===== config.mk =====
export PLATFORM = sky130hd
export DESIGN_NAME = ctx_readout_lock
export DESIGN_NICKNAME = d
export VERILOG_FILES = /design/src/rtl/ctx_pkg.sv /design/src/rtl/ctx_lock_fsm.sv /design/src/rtl/ctx_store.sv /design/src/rtl/ctx_rdport.sv /design/src/rtl/ctx_readout_lock.sv
export SDC_FILE = /design/constraint.sdc
export NUM_CORES = 1
export LEC_CHECK = 0
export ABC_CLOCK_PERIOD_IN_PS = 1500
export BUFFER_PORTS_ARGS = -buffer_cell sky130_fd_sc_hd__buf_2
export CAP_MARGIN = 40
export CORE_UTILIZATION = 50
export DETAILED_ROUTE_END_ITERATION = 16
export GPL_ROUTABILITY_DRIVEN = 0
export PLACE_DENSITY = 0.72
export SYNTH_ARGS = -nofsm -noshare
export SYNTH_HDL_FRONTEND = slang
export SYNTH_SLANG_ARGS = --single-unit

===== constraint.sdc =====
create_clock -name clk -period 1.5 [get_ports clk]
set_clock_uncertainty 0.1 [all_clocks]
set_input_delay 0.075 -clock clk [delete_from_list [all_inputs] [get_ports clk]]
set_output_delay 0.075 -clock clk [all_outputs]
set_load 0.05 [all_outputs]

===== src/rtl/ctx_pkg.sv =====
package ctx_pkg;

    typedef enum logic [1:0] {
        ST_EMPTY     = 2'd0,
        ST_FULL      = 2'd1,
        ST_FULL_PEND = 2'd2
    } ctx_state_e;

    // Number of read views that alias the same context
    localparam int unsigned NUM_VIEWS = 2;

endpackage


===== src/rtl/ctx_lock_fsm.sv =====
module ctx_lock_fsm
    import ctx_pkg::*;
(
    input  logic clk,
    input  logic rst_n,
    input  logic cap_stb,
    input  logic last_rd,
    output logic ld_cap,
    output logic ld_pend,
    output logic ld_promote,
    output logic ready,
    output logic pending,
    output logic start_ok
);

    ctx_state_e state_q, state_d;

    always_ff @(posedge clk or negedge rst_n) begin
        if (!rst_n) state_q <= ST_EMPTY;
        else        state_q <= state_d;
    end

    always_comb begin
        state_d    = state_q;
        ld_cap     = 1'b0;
        ld_pend    = 1'b0;
        ld_promote = 1'b0;
        unique case (state_q)
            ST_EMPTY: begin
                if (cap_stb) begin
                    ld_cap  = 1'b1;
                    state_d = ST_FULL;
                end
            end
            ST_FULL: begin
                if (cap_stb && last_rd) begin
                    ld_cap  = 1'b1;
                    state_d = ST_FULL;
                end else if (last_rd) begin
                    state_d = ST_EMPTY;
                end else if (cap_stb) begin
                    ld_pend = 1'b1;
                    state_d = ST_FULL_PEND;
                end
            end
            ST_FULL_PEND: begin
                if (last_rd) begin
                    ld_promote = 1'b1;
                    state_d    = ST_FULL;
                end
            end
            default: state_d = ST_EMPTY;
        endcase
    end

    always_comb begin
        ready    = (state_q != ST_EMPTY);
        pending  = (state_q == ST_FULL_PEND);
        start_ok = (state_q == ST_EMPTY);
    end

    AST_CAPTURE_HOLDS: assert property (@(posedge clk) disable iff (!rst_n)
        cap_stb |=> !start_ok);
    AST_LAST_RELEASES: assert property (@(posedge clk) disable iff (!rst_n)
        (ready && !pending && last_rd && !cap_stb) |=> start_ok);
    AST_PROMOTE_KEEPS: assert property (@(posedge clk) disable iff (!rst_n)
        (pending && last_rd) |=> (!start_ok && !pending));

endmodule


===== src/rtl/ctx_store.sv =====
module ctx_store #(
    parameter int unsigned WORD_W    = 32,
    parameter int unsigned NUM_WORDS = 4,
    localparam int unsigned CTX_W    = WORD_W * NUM_WORDS
) (
    input  logic             clk,
    input  logic             rst_n,
    input  logic             ld_cap,
    input  logic             ld_pend,
    input  logic             ld_promote,
    input  logic [CTX_W-1:0] cap_data,
    output logic [CTX_W-1:0] ctx_q
);

    logic [CTX_W-1:0] pend_q;

    for (genvar g = 0; g < NUM_WORDS; g++) begin : g_word
        always_ff @(posedge clk or negedge rst_n) begin
            if (!rst_n) begin
                ctx_q[g*WORD_W +: WORD_W]  <= '0;
                pend_q[g*WORD_W +: WORD_W] <= '0;
            end else begin
                if (ld_cap)
                    ctx_q[g*WORD_W +: WORD_W] <= cap_data[g*WORD_W +: WORD_W];
                else if (ld_promote)
                    ctx_q[g*WORD_W +: WORD_W] <= pend_q[g*WORD_W +: WORD_W];
                if (ld_pend)
                    pend_q[g*WORD_W +: WORD_W] <= cap_data[g*WORD_W +: WORD_W];
            end
        end
    end

    AST_ONE_SOURCE: assert property (@(posedge clk) disable iff (!rst_n)
        !(ld_cap && ld_promote));

endmodule


===== src/rtl/ctx_rdport.sv =====
module ctx_rdport
    import ctx_pkg::*;
#(
    parameter int unsigned WORD_W    = 32,
    parameter int unsigned NUM_WORDS = 4,
    parameter int unsigned ADDR_W    = 4,
    localparam int unsigned CTX_W    = WORD_W * NUM_WORDS,
    localparam int unsigned IDX_W    = $clog2(NUM_WORDS),
    localparam int unsigned VIEW_W   = ADDR_W - IDX_W
) (
    input  logic              clk,
    input  logic              rst_n,
    input  logic              rd_en,
    input  logic [ADDR_W-1:0] rd_addr,
    input  logic [CTX_W-1:0]  ctx,
    input  logic              ready,
    input  logic              pending,
    output logic              last_rd,
    output logic [WORD_W-1:0] rd_data
);

    localparam logic [ADDR_W-1:0] STATUS_ADDR = ADDR_W'(NUM_VIEWS * NUM_WORDS);
    localparam logic [IDX_W-1:0]  LAST_IDX    = IDX_W'(NUM_WORDS - 1);
    localparam logic [VIEW_W-1:0] VIEW_LIMIT  = VIEW_W'(NUM_VIEWS);

    logic [WORD_W-1:0] words [NUM_WORDS];
    logic [IDX_W-1:0]  idx;
    logic [VIEW_W-1:0] view;
    logic              in_ctx;
    logic [WORD_W-1:0] rd_next;

    for (genvar g = 0; g < NUM_WORDS; g++) begin : g_split
        assign words[g] = ctx[g*WORD_W +: WORD_W];
    end

    always_comb begin
        idx     = rd_addr[IDX_W-1:0];
        view    = rd_addr[ADDR_W-1:IDX_W];
        in_ctx  = (view < VIEW_LIMIT);
        last_rd = rd_en && in_ctx && (idx == LAST_IDX);
        if (in_ctx)
            rd_next = words[idx];
        else if (rd_addr == STATUS_ADDR)
            rd_next = {{(WORD_W-2){1'b0}}, pending, ready};
        else
            rd_next = '0;
    end

    always_ff @(posedge clk or negedge rst_n) begin
        if (!rst_n)     rd_data <= '0;
        else if (rd_en) rd_data <= rd_next;
    end

    AST_RDATA_HOLD: assert property (@(posedge clk) disable iff (!rst_n)
        !rd_en |=> $stable(rd_data));
    AST_STATUS_FORM: assert property (@(posedge clk) disable iff (!rst_n)
        (rd_en && rd_addr == STATUS_ADDR) |=> (rd_data[WORD_W-1:2] == '0));

endmodule


===== src/rtl/ctx_readout_lock.sv =====
module ctx_readout_lock #(
    parameter int unsigned WORD_W    = 32,
    parameter int unsigned NUM_WORDS = 4,
    parameter int unsigned ADDR_W    = 4,
    localparam int unsigned CTX_W    = WORD_W * NUM_WORDS
) (
    input  logic              clk,
    input  logic              rst_n,
    input  logic              cap_stb,
    input  logic [CTX_W-1:0]  cap_data,
    output logic              start_ok,
    input  logic              rd_en,
    input  logic [ADDR_W-1:0] rd_addr,
    output logic [WORD_W-1:0] rd_data
);

    logic             ld_cap, ld_pend, ld_promote;
    logic             ready, pending, last_rd;
    logic [CTX_W-1:0] ctx_q;

    ctx_lock_fsm u_fsm (
        .clk        (clk),
        .rst_n      (rst_n),
        .cap_stb    (cap_stb),
        .last_rd    (last_rd),
        .ld_cap     (ld_cap),
        .ld_pend    (ld_pend),
        .ld_promote (ld_promote),
        .ready      (ready),
        .pending    (pending),
        .start_ok   (start_ok)
    );

    ctx_store #(.WORD_W(WORD_W), .NUM_WORDS(NUM_WORDS)) u_store (
        .clk        (clk),
        .rst_n      (rst_n),
        .ld_cap     (ld_cap),
        .ld_pend    (ld_pend),
        .ld_promote (ld_promote),
        .cap_data   (cap_data),
        .ctx_q      (ctx_q)
    );

    ctx_rdport #(.WORD_W(WORD_W), .NUM_WORDS(NUM_WORDS), .ADDR_W(ADDR_W)) u_rd (
        .clk     (clk),
        .rst_n   (rst_n),
        .rd_en   (rd_en),
        .rd_addr (rd_addr),
        .ctx     (ctx_q),
        .ready   (ready),
        .pending (pending),
        .last_rd (last_rd),
        .rd_data (rd_data)
    );

    AST_CTX_HELD: assert property (@(posedge clk) disable iff (!rst_n)
        (!start_ok && !last_rd) |=> $stable(ctx_q));
    AST_LOW_WORD_KEEPS: assert property (@(posedge clk) disable iff (!rst_n)
        (!start_ok && !last_rd) |=> !start_ok);

endmodule


# Word-level counts from Yosys, hierarchy flattened
# Cells that the tools add are included.
# Widths: inputs -> output; s select.
[word_totals] output_inout_bits=33 wordCells=54 register_bits=290
[classes] n_mux=27 n_eq_ne=7 reduce_logical=7 n_lt_le_gt_ge=2 bitwise_logic=1
[op_table] cell="$mux 32" count=11
[op_table] cell="$bmux 32 s2" count=1
[op_table] cell="$mux 2" count=6
[op_table] cell="$mux 1" count=7
[op_table] cell="$pmux 2 s3" count=1
[op_table] cell="$eq 2x2->1 const B" count=2
[op_table] cell="$eq 4x4->1 const B" count=1
[op_table] cell="$ne 2x2->1 const B" count=2
[op_table] cell="$ne 4x2->1 const B" count=1
[op_table] cell="$reduce_bool 2->1" count=2
[op_table] cell="$ge 3x3->1 const B" count=1
[op_table] cell="$logic_and 1x1->1" count=3
[op_table] cell="$not 2->3" count=1
[op_table] cell="$reduce_and 3->1" count=1
[op_table] cell="$eq 2x1->1 const B" count=1
[op_table] cell="$logic_not 2->1" count=1
[op_table] cell="$lt 2x2->1 const B" count=1
[op_table] cell="$pmux 1 s2" count=1

# Longest topological paths before layout
# Gate-level depths: netlist (run 1).
[logic_depth] depth_word=7 ltp_mapped=7

# Modules after synthesis
# Synthesis (run 1) repeated with hierarchy kept, for this count alone.
[hier_totals] hier_cells=1026 hier_area_um2=12987.5
[by_module_without_submodules] module="ctx_store" cells_per_inst=824 n_inst=1 seq_area_each_um2=6406.1 area_per_inst_um2=10737.8
[by_module_without_submodules] module="ctx_rdport" cells_per_inst=186 n_inst=1 seq_area_each_um2=800.8 area_per_inst_um2=2115.8
[by_module_without_submodules] module="ctx_lock_fsm" cells_per_inst=16 n_inst=1 seq_area_each_um2=50.0 area_per_inst_um2=133.9

# Least setup slack after synthesis (run 1)
# Ideal clock, no wire load.
[synth_timing] path_kind="flip-flop to flip-flop" from="register u_fsm.state_q[1]" to="register u_rd.rd_data[0]" required_ns=1.224 arrival_ns=1.755 synth_period_minus_slack_ns=2.031 setup_slack_ns=-0.531 path_stages_with_launch=6 cell_sequence="dfrtp_1 -> buf_4 -> buf_4 -> clkbuf_1 -> nor2_1 -> o221ai_1"
[synth_between] elab_chain_cells=3
[synth_rtl] element="start, declared" line="ctx_lock_fsm.sv:16" text="ctx_state_e state_q, state_d;"
[synth_rtl] element="start signal, assigned" line="ctx_lock_fsm.sv:20" text="else state_q <= state_d;"
[synth_rtl] element="$reduce_bool 2->1" line="ctx_lock_fsm.sv:57" text="ready = (state_q != ST_EMPTY);"
[synth_rtl] element="$mux 2" line="ctx_rdport.sv:43" text="else if (rd_addr == STATUS_ADDR)"
[synth_rtl] element="$mux 32" line="ctx_rdport.sv:41" text="if (in_ctx)"
[synth_rtl] element="end signal, assigned" line="ctx_rdport.sv:51" text="else if (rd_en) rd_data <= rd_next;"
[synth_rtl] element="end, declared" line="ctx_rdport.sv:19" text="output logic [WORD_W-1:0] rd_data"
# No other way between the ends.
# A chain may end at the register's enable or synchronous reset.

# Worst setup path in the final report (run 1)
[layout_timing] from="register u_fsm.state_q[1]" to="register u_store.pend_q[38]"
[layout_between] elab_chain_cells=2
[layout_rtl] element="$eq 2x1->1" line="ctx_lock_fsm.sv:28" text="unique case (state_q)"
[layout_rtl] element="$mux 1" line="ctx_lock_fsm.sv:28"
[layout_rtl] element="end signal, assigned by index" line="ctx_store.sv:28" text="pend_q[g*WORD_W +: WORD_W] <= cap_data[g*WORD_W +: WORD_W];"
[layout_rtl] element="end, declared" line="ctx_store.sv:15" text="logic [CTX_W-1:0] pend_q;"
# No other way between the ends.

==> flow_summary.ini, run 1 <==
[detailed_routing]
drt_iter0_drc = 1117
routedWlPerCell_um = 24.9
firstDrtPassIters = 5
via_per_inst = 6.43
ant_nets = 0
drc = 0
num_vias = 12718
finalWirelength_um = 49300

[synthesis]
ys_seq_area_share_pct = 47.9
synth_top_area_share_pct = 47.9
synth.net_count = 1371
synth_cell_types = 31
synth_top_family_by_area = compound AO/OA/AOI/OAI gates
yosys.area_share.simple_pct = 5.65
synth_cells = 1235
syn_avg_cell_area_um2 = 12.3
synth_xor_area_share_pct = 0
synthAdderAreaFrac_pct = 0
post-synth-top-count-cell = dfrtp_1
async_flop_share_pct = 100
synth_compound_area_share_pct = 25.9
synth_seq_cells = 290
synth_edf_count = 0
synth_area_leaders = dfrtp_1 48%, a2111oi_2 8.9%, mux2_2 8.8%
synthMuxAreaShare_pct = 14.3
ys_warn_count = 0
synth_commonest_cells = 290 x dfrtp_1, 129 x a21oi_1, 128 x nor3_1
netlist_area_mm2 = 0.0152
yosys.area.top_type = dfrtp_1
dominantRegCellSynth = dfrtp_1

[clocking]
cts_tree = yes
clock_latency_ns = 0.58
clk_pin_slew_ns = 0.06
cts_buffer_depth = 3
cts.sinks = 290
cts_made_buffers = 31
h-tree-depth = 1
cts-root-buf = clkbuf_16

[floorplanning]
die_y_um = 176
core_region_area_mm2 = 0.0297
initial_core_util_pct = 51.0
die-area_mm2 = 0.0310
boundaryPins = 169
die_w_um = 176
rows = 63

[power]
power_density_mw_per_mm2 = 1910
p_leak_uw = 0.00818
fin_total_pwr_uw = 40200
ir_drop_mv = 1.19

[setup_path]
rr_endpoint = u_store.pend_q[38]
crit_required_ns = 1.85
r2r_cells = 6
cp-end-kind = flop
crit_type = reg2reg
critical_path_peak_fanout = 13
timing.rr.start = u_fsm.state_q[1]
cp_data_arrival_time_ns = 2.15
cp-start-kind = flop
r2r_slack_ns = -0.30

[timing]
fin_hold_ws_ns = 0.0253
min_period_ns = 1.80
hold_viol_final = 0
tightestPinTransition_ns = 0.474
slew_viol_final = 0
grt_setup_unrepaired = true
setup_viol = 258
slew_headroom_pct = 67.6
fin_crit_sh_pct = 120
finalWorstSetupSlack_ns = -0.299
fmax_mhz = 556

[finish]
design_area_mm2 = 0.0210
layout.cells.non_filler = 1978
drive_above_1_share_pct = 49.5
area_growth_pct = 38.7
final_nets = 1696

[worst_hold_path]
hp-start = rd_addr[3]
min_to = u_rd.rd_data[28]
hold_depth = 6
hold_path.class = in2reg

[placement]
dp_cells = 1746
port_buffers = 168
hpwl_um = 29600
place_area_mm2 = 0.0174

[outcome]
violations = setup timing
status = finished, violations left

[global_routing]
grt.total_usage_pct = 30.2
grt_pass1_wl_um = 72800
grt_max_degree = 66
first_global_vias = 12676
overflow = 0
antenna_found_initial = 4

[job]
cap_viol_max_count = 0
## registers in the layout, indices dropped and copies added (netlist names)
name / cells
u_store.ctx_q: 128
u_store.pend_q: 128
u_rd.rd_data: 32
u_fsm.state_q: 2
## stage by stage
stage,utilization [%],setup TNS (ns),setup WS (ns)
after floorplan,-,-5.27,-0.0633
after global placement,58.6,-27.45,-0.213
after detailed placement,58.6,-36.82,-0.229
after CTS,68.3,-59.33,-0.282
after global routing,70.7,-71.49,-0.324
final,70.7,-62.87,-0.299
## layout make-up
class	count	area, µm²
antenna	3	7.51
clock buffer	50	977
clock inverter	8	146
fill	1902	8700
inverter	34	133
multi-input combinational	752	7510
sequential	290	7260
tap	390	488
timing repair buffer	451	4500
## placed cells by master, fill, tap and decap left out, types with 13 or more instances in the layout
cell and count:
clkbuf_8 13, mux2_2 118, dfrtp_1 288, buf_2 166
a2111oi_2 105, nand2_1 33, buf_4 56, inv_1 33
nor3_1 121, buf_12 64, clkbuf_16 43, dlygate4sd3_1 135
mux4_2 32, o21ai_0 31, a21oi_1 122, a211oi_2 116
## worst max path at each step
stage / from / endpoint / cells past startpoint
6_report: u_fsm.state_q[1] / u_store.pend_q[38] / 6
5_1_grt: u_fsm.state_q[0] / u_store.ctx_q[24] / 5
4_1_cts: u_fsm.state_q[1] / start_ok / 4
3_5_place_dp: u_fsm.state_q[1] / u_store.ctx_q[127] / 4
3_3_place_gp: u_fsm.state_q[1] / u_store.ctx_q[127] / 4
2_1_floorplan: u_fsm.state_q[0] / u_store.ctx_q[0] / 6
## timing repair
action / in CTS / in global routing
buffers inserted: 10 / 10
resized for setup: 63 / 70
hold endpoints to repair: 550 / 0
hold buffers: 135 / 0
gates cloned: 2 / 14
pin swaps: 3 / 6
endpoints found under the setup margin: 258 / 258
## layer usage
metal	wire [µm]	share of wire, %	up-vias	track usage, %
li1	-	-	5451	-
met1	20000	41	6444	41.9
met2	23200	47	705	47.1
met3	4520	9.2	116	6.72
met4	1640	3.3	2	9.71
met5	13	0.026	-	0
## cells by family (layout without fill, tap and decap cells)
kind of cell / Yosys count / in the layout
AOI/OAI and AO/OA: 420 / 420
DFF: 290 / 290
buffers and inverters: 193 / 543
and+or+nand+nor: 172 / 172
muxes: 160 / 160
other: 0 / 3
## critical path, stage by stage (launching register included)
cell       delay [ns]
dfrtp_4          0.51
buf_6            0.14
nor2b_4          0.14
nand3_4          0.11
clkbuf_16        0.19
buf_16           0.16
mux2_2           0.31
## power by group
part / internal [µW] / total [µW] / switching, µW
sequential: 11600 / 14300 / 2690
combinational: 8800 / 17500 / 8730
clock: 5110 / 8360 / 3250
No activity file was read; power rests on OpenSTA's default activity.
==> inputs of run 2 (changes only) <==
--- a/config.mk
+++ b/config.mk
@@ -12,6 +12,7 @@
 export DETAILED_ROUTE_END_ITERATION = 16
 export GPL_ROUTABILITY_DRIVEN = 0
 export PLACE_DENSITY = 0.72
+export REMOVE_ABC_BUFFERS = 1
 export SYNTH_ARGS = -nofsm -noshare
 export SYNTH_HDL_FRONTEND = slang
 export SYNTH_SLANG_ARGS = --single-unit
==> flow_summary.ini, run 2 (synthesis results as in run 1) <==
[worst_hold_path]
hold_path.class = in2reg

[timing]
tightestPinTransition_ns = 0.483
slew_viol_final = 0
hold_viol_final = 0
min_period_ns = 1.82
finalWorstSetupSlack_ns = -0.319
setup_viol = 258
slew_headroom_pct = 67.0
fmax_mhz = 550
fin_crit_sh_pct = 121
grt_setup_unrepaired = true

[detailed_routing]
via_per_inst = 6.42
finalWirelength_um = 45500
firstDrtPassIters = 5
drc = 0
ant_nets = 0
num_vias = 12450
routedWlPerCell_um = 23.5
drt_iter0_drc = 1131

[placement]
hpwl_um = 24200
pre_cts_ws_ns = -0.252
place_area_mm2 = 0.0170
port_buffers = 168

[setup_path]
cp-end-kind = flop
cpMaxStageDelayCell = dfrtp_4
cp_cell_sequence = buf_4 > buf_12 > a2111oi_2 > a211oi_2
crit_type = reg2reg
cp-start-kind = flop
critPathMaxStageDelay_ns = 0.51
critPathTopFamily = compound AO/OA/AOI/OAI gates
cp_data_arrival_time_ns = 2.14
critical_path_peak_fanout = 55
crit_required_ns = 1.82
path_buf_inv = 2

[finish]
final_util_pct = 68.6
drive_above_1_share_pct = 48.0
fillers = 2041
final_cell_mix = 288 x dfrtp_1, 165 x buf_2, 133 x dlygate4sd3_1
final_common_cell = dfrtp_1
final_nets = 1662
top_regs = u_store.ctx_q x128, u_store.pend_q x128, u_rd.rd_data x32
area_growth_pct = 34.5
design_area_mm2 = 0.0204

[floorplanning]
rows = 63
die_w_um = 176
die_y_um = 176
core_region_area_mm2 = 0.0297
die-area_mm2 = 0.0310
initial_core_util_pct = 51.0
boundaryPins = 169

[outcome]
violations = setup timing
status = finished, violations left

[job]
cap_viol_max_count = 0

[global_routing]
grt_max_degree = 56
first_global_vias = 12931
grt.total_usage_pct = 28.8
antenna_found_initial = 1
grt_pass1_wl_um = 70500
overflow = 0

[clocking]
cts_buffer_depth = 3
clock_latency_ns = 0.55
cts_tree = yes
h-tree-depth = 1
cts_made_buffers = 31
cts-root-buf = clkbuf_16
clk_pin_slew_ns = 0.06
cts.sinks = 290

[power]
ir_drop_mv = 0.979
p_leak_uw = 0.00784
power_density_mw_per_mm2 = 1860
==> run 2: cell type report <==
| type | count | area (µm²) | area share, % |
|---|---|---|---|
| Clock inverter | 14 | 170 | 0.835 |
| Clock buffer | 40 | 860 | 4.22 |
| Timing Repair Buffer | 417 | 3970 | 19.5 |
| Tap cell | 390 | 488 | 2.39 |
| Inverter | 34 | 133 | 0.651 |
| Antenna cell | 1 | 2.50 | 0.0123 |
| Multi-Input combinational cell | 752 | 7490 | 36.8 |
| Sequential cell | 290 | 7260 | 35.6 |
==> run 2: tightest hold or removal path, stage by stage <==
cell      delay, ns
buf_2          0.13
buf_4          0.12
nor4b_1        0.13
nand2_1        0.07
o221ai_1       0.10
==> run 2: per-layer routing <==
metal  share of wire, %  global-route usage (%)  vias up
met5                  0                       0        -
met1                 41                    38.9     6356
met3                7.1                    4.95      115
li1                   -                       -     5389
met4                3.1                    11.2        0
met2                 48                    46.3      590
==> run 2: path summary, 6_finish.rpt <==
check	start	end	slack (ns)	cells past startpoint
setup / recovery	u_fsm.state_q[0]	u_store.ctx_q[36]	-0.32	4
min in group asynchronous	rst_n	u_store.pend_q[19]	0.43	3
max in group asynchronous	rst_n	u_store.pend_q[78]	0.17	4
hold reg to reg	u_store.pend_q[126]	u_store.pend_q[126]	0.40	1
hold / removal	rd_addr[3]	u_rd.rd_data[0]	0.04	5
setup reg to reg	u_fsm.state_q[0]	u_store.ctx_q[36]	-0.32	4
==> run 2: repair_timing <==
item | CTS | global route
pin swaps | 6 | 11
endpoints found under the setup margin | 258 | 258
endpoints found under the hold margin | 552 | 0
resized for setup | 65 | 67
hold buffers | 133 | 0
gates cloned | 6 | 4
setup buffers | 16 | 1
==> run 2: stage by stage <==
step / TNS, ns / cells / hold slack [ns] / power (µW)
after floorplan: -1973.27 / 1076 / -0.321 / 19800
after global placement: -29.91 / 1723 / -0.124 / 27000
after detailed placement: -36.70 / 1723 / -0.121 / 27500
after CTS: -44.04 / 1932 / 0.0222 / 36900
after global routing: -55.84 / 1938 / 0.0741 / 39700
final: -45.94 / 1938 / 0.0374 / 38000
==> run 2: report_power, final <==
group | internal, µW | switching (µW)
Sequential | 11600 | 2140
Clock | 4680 | 3180
Combinational | 7960 | 8410
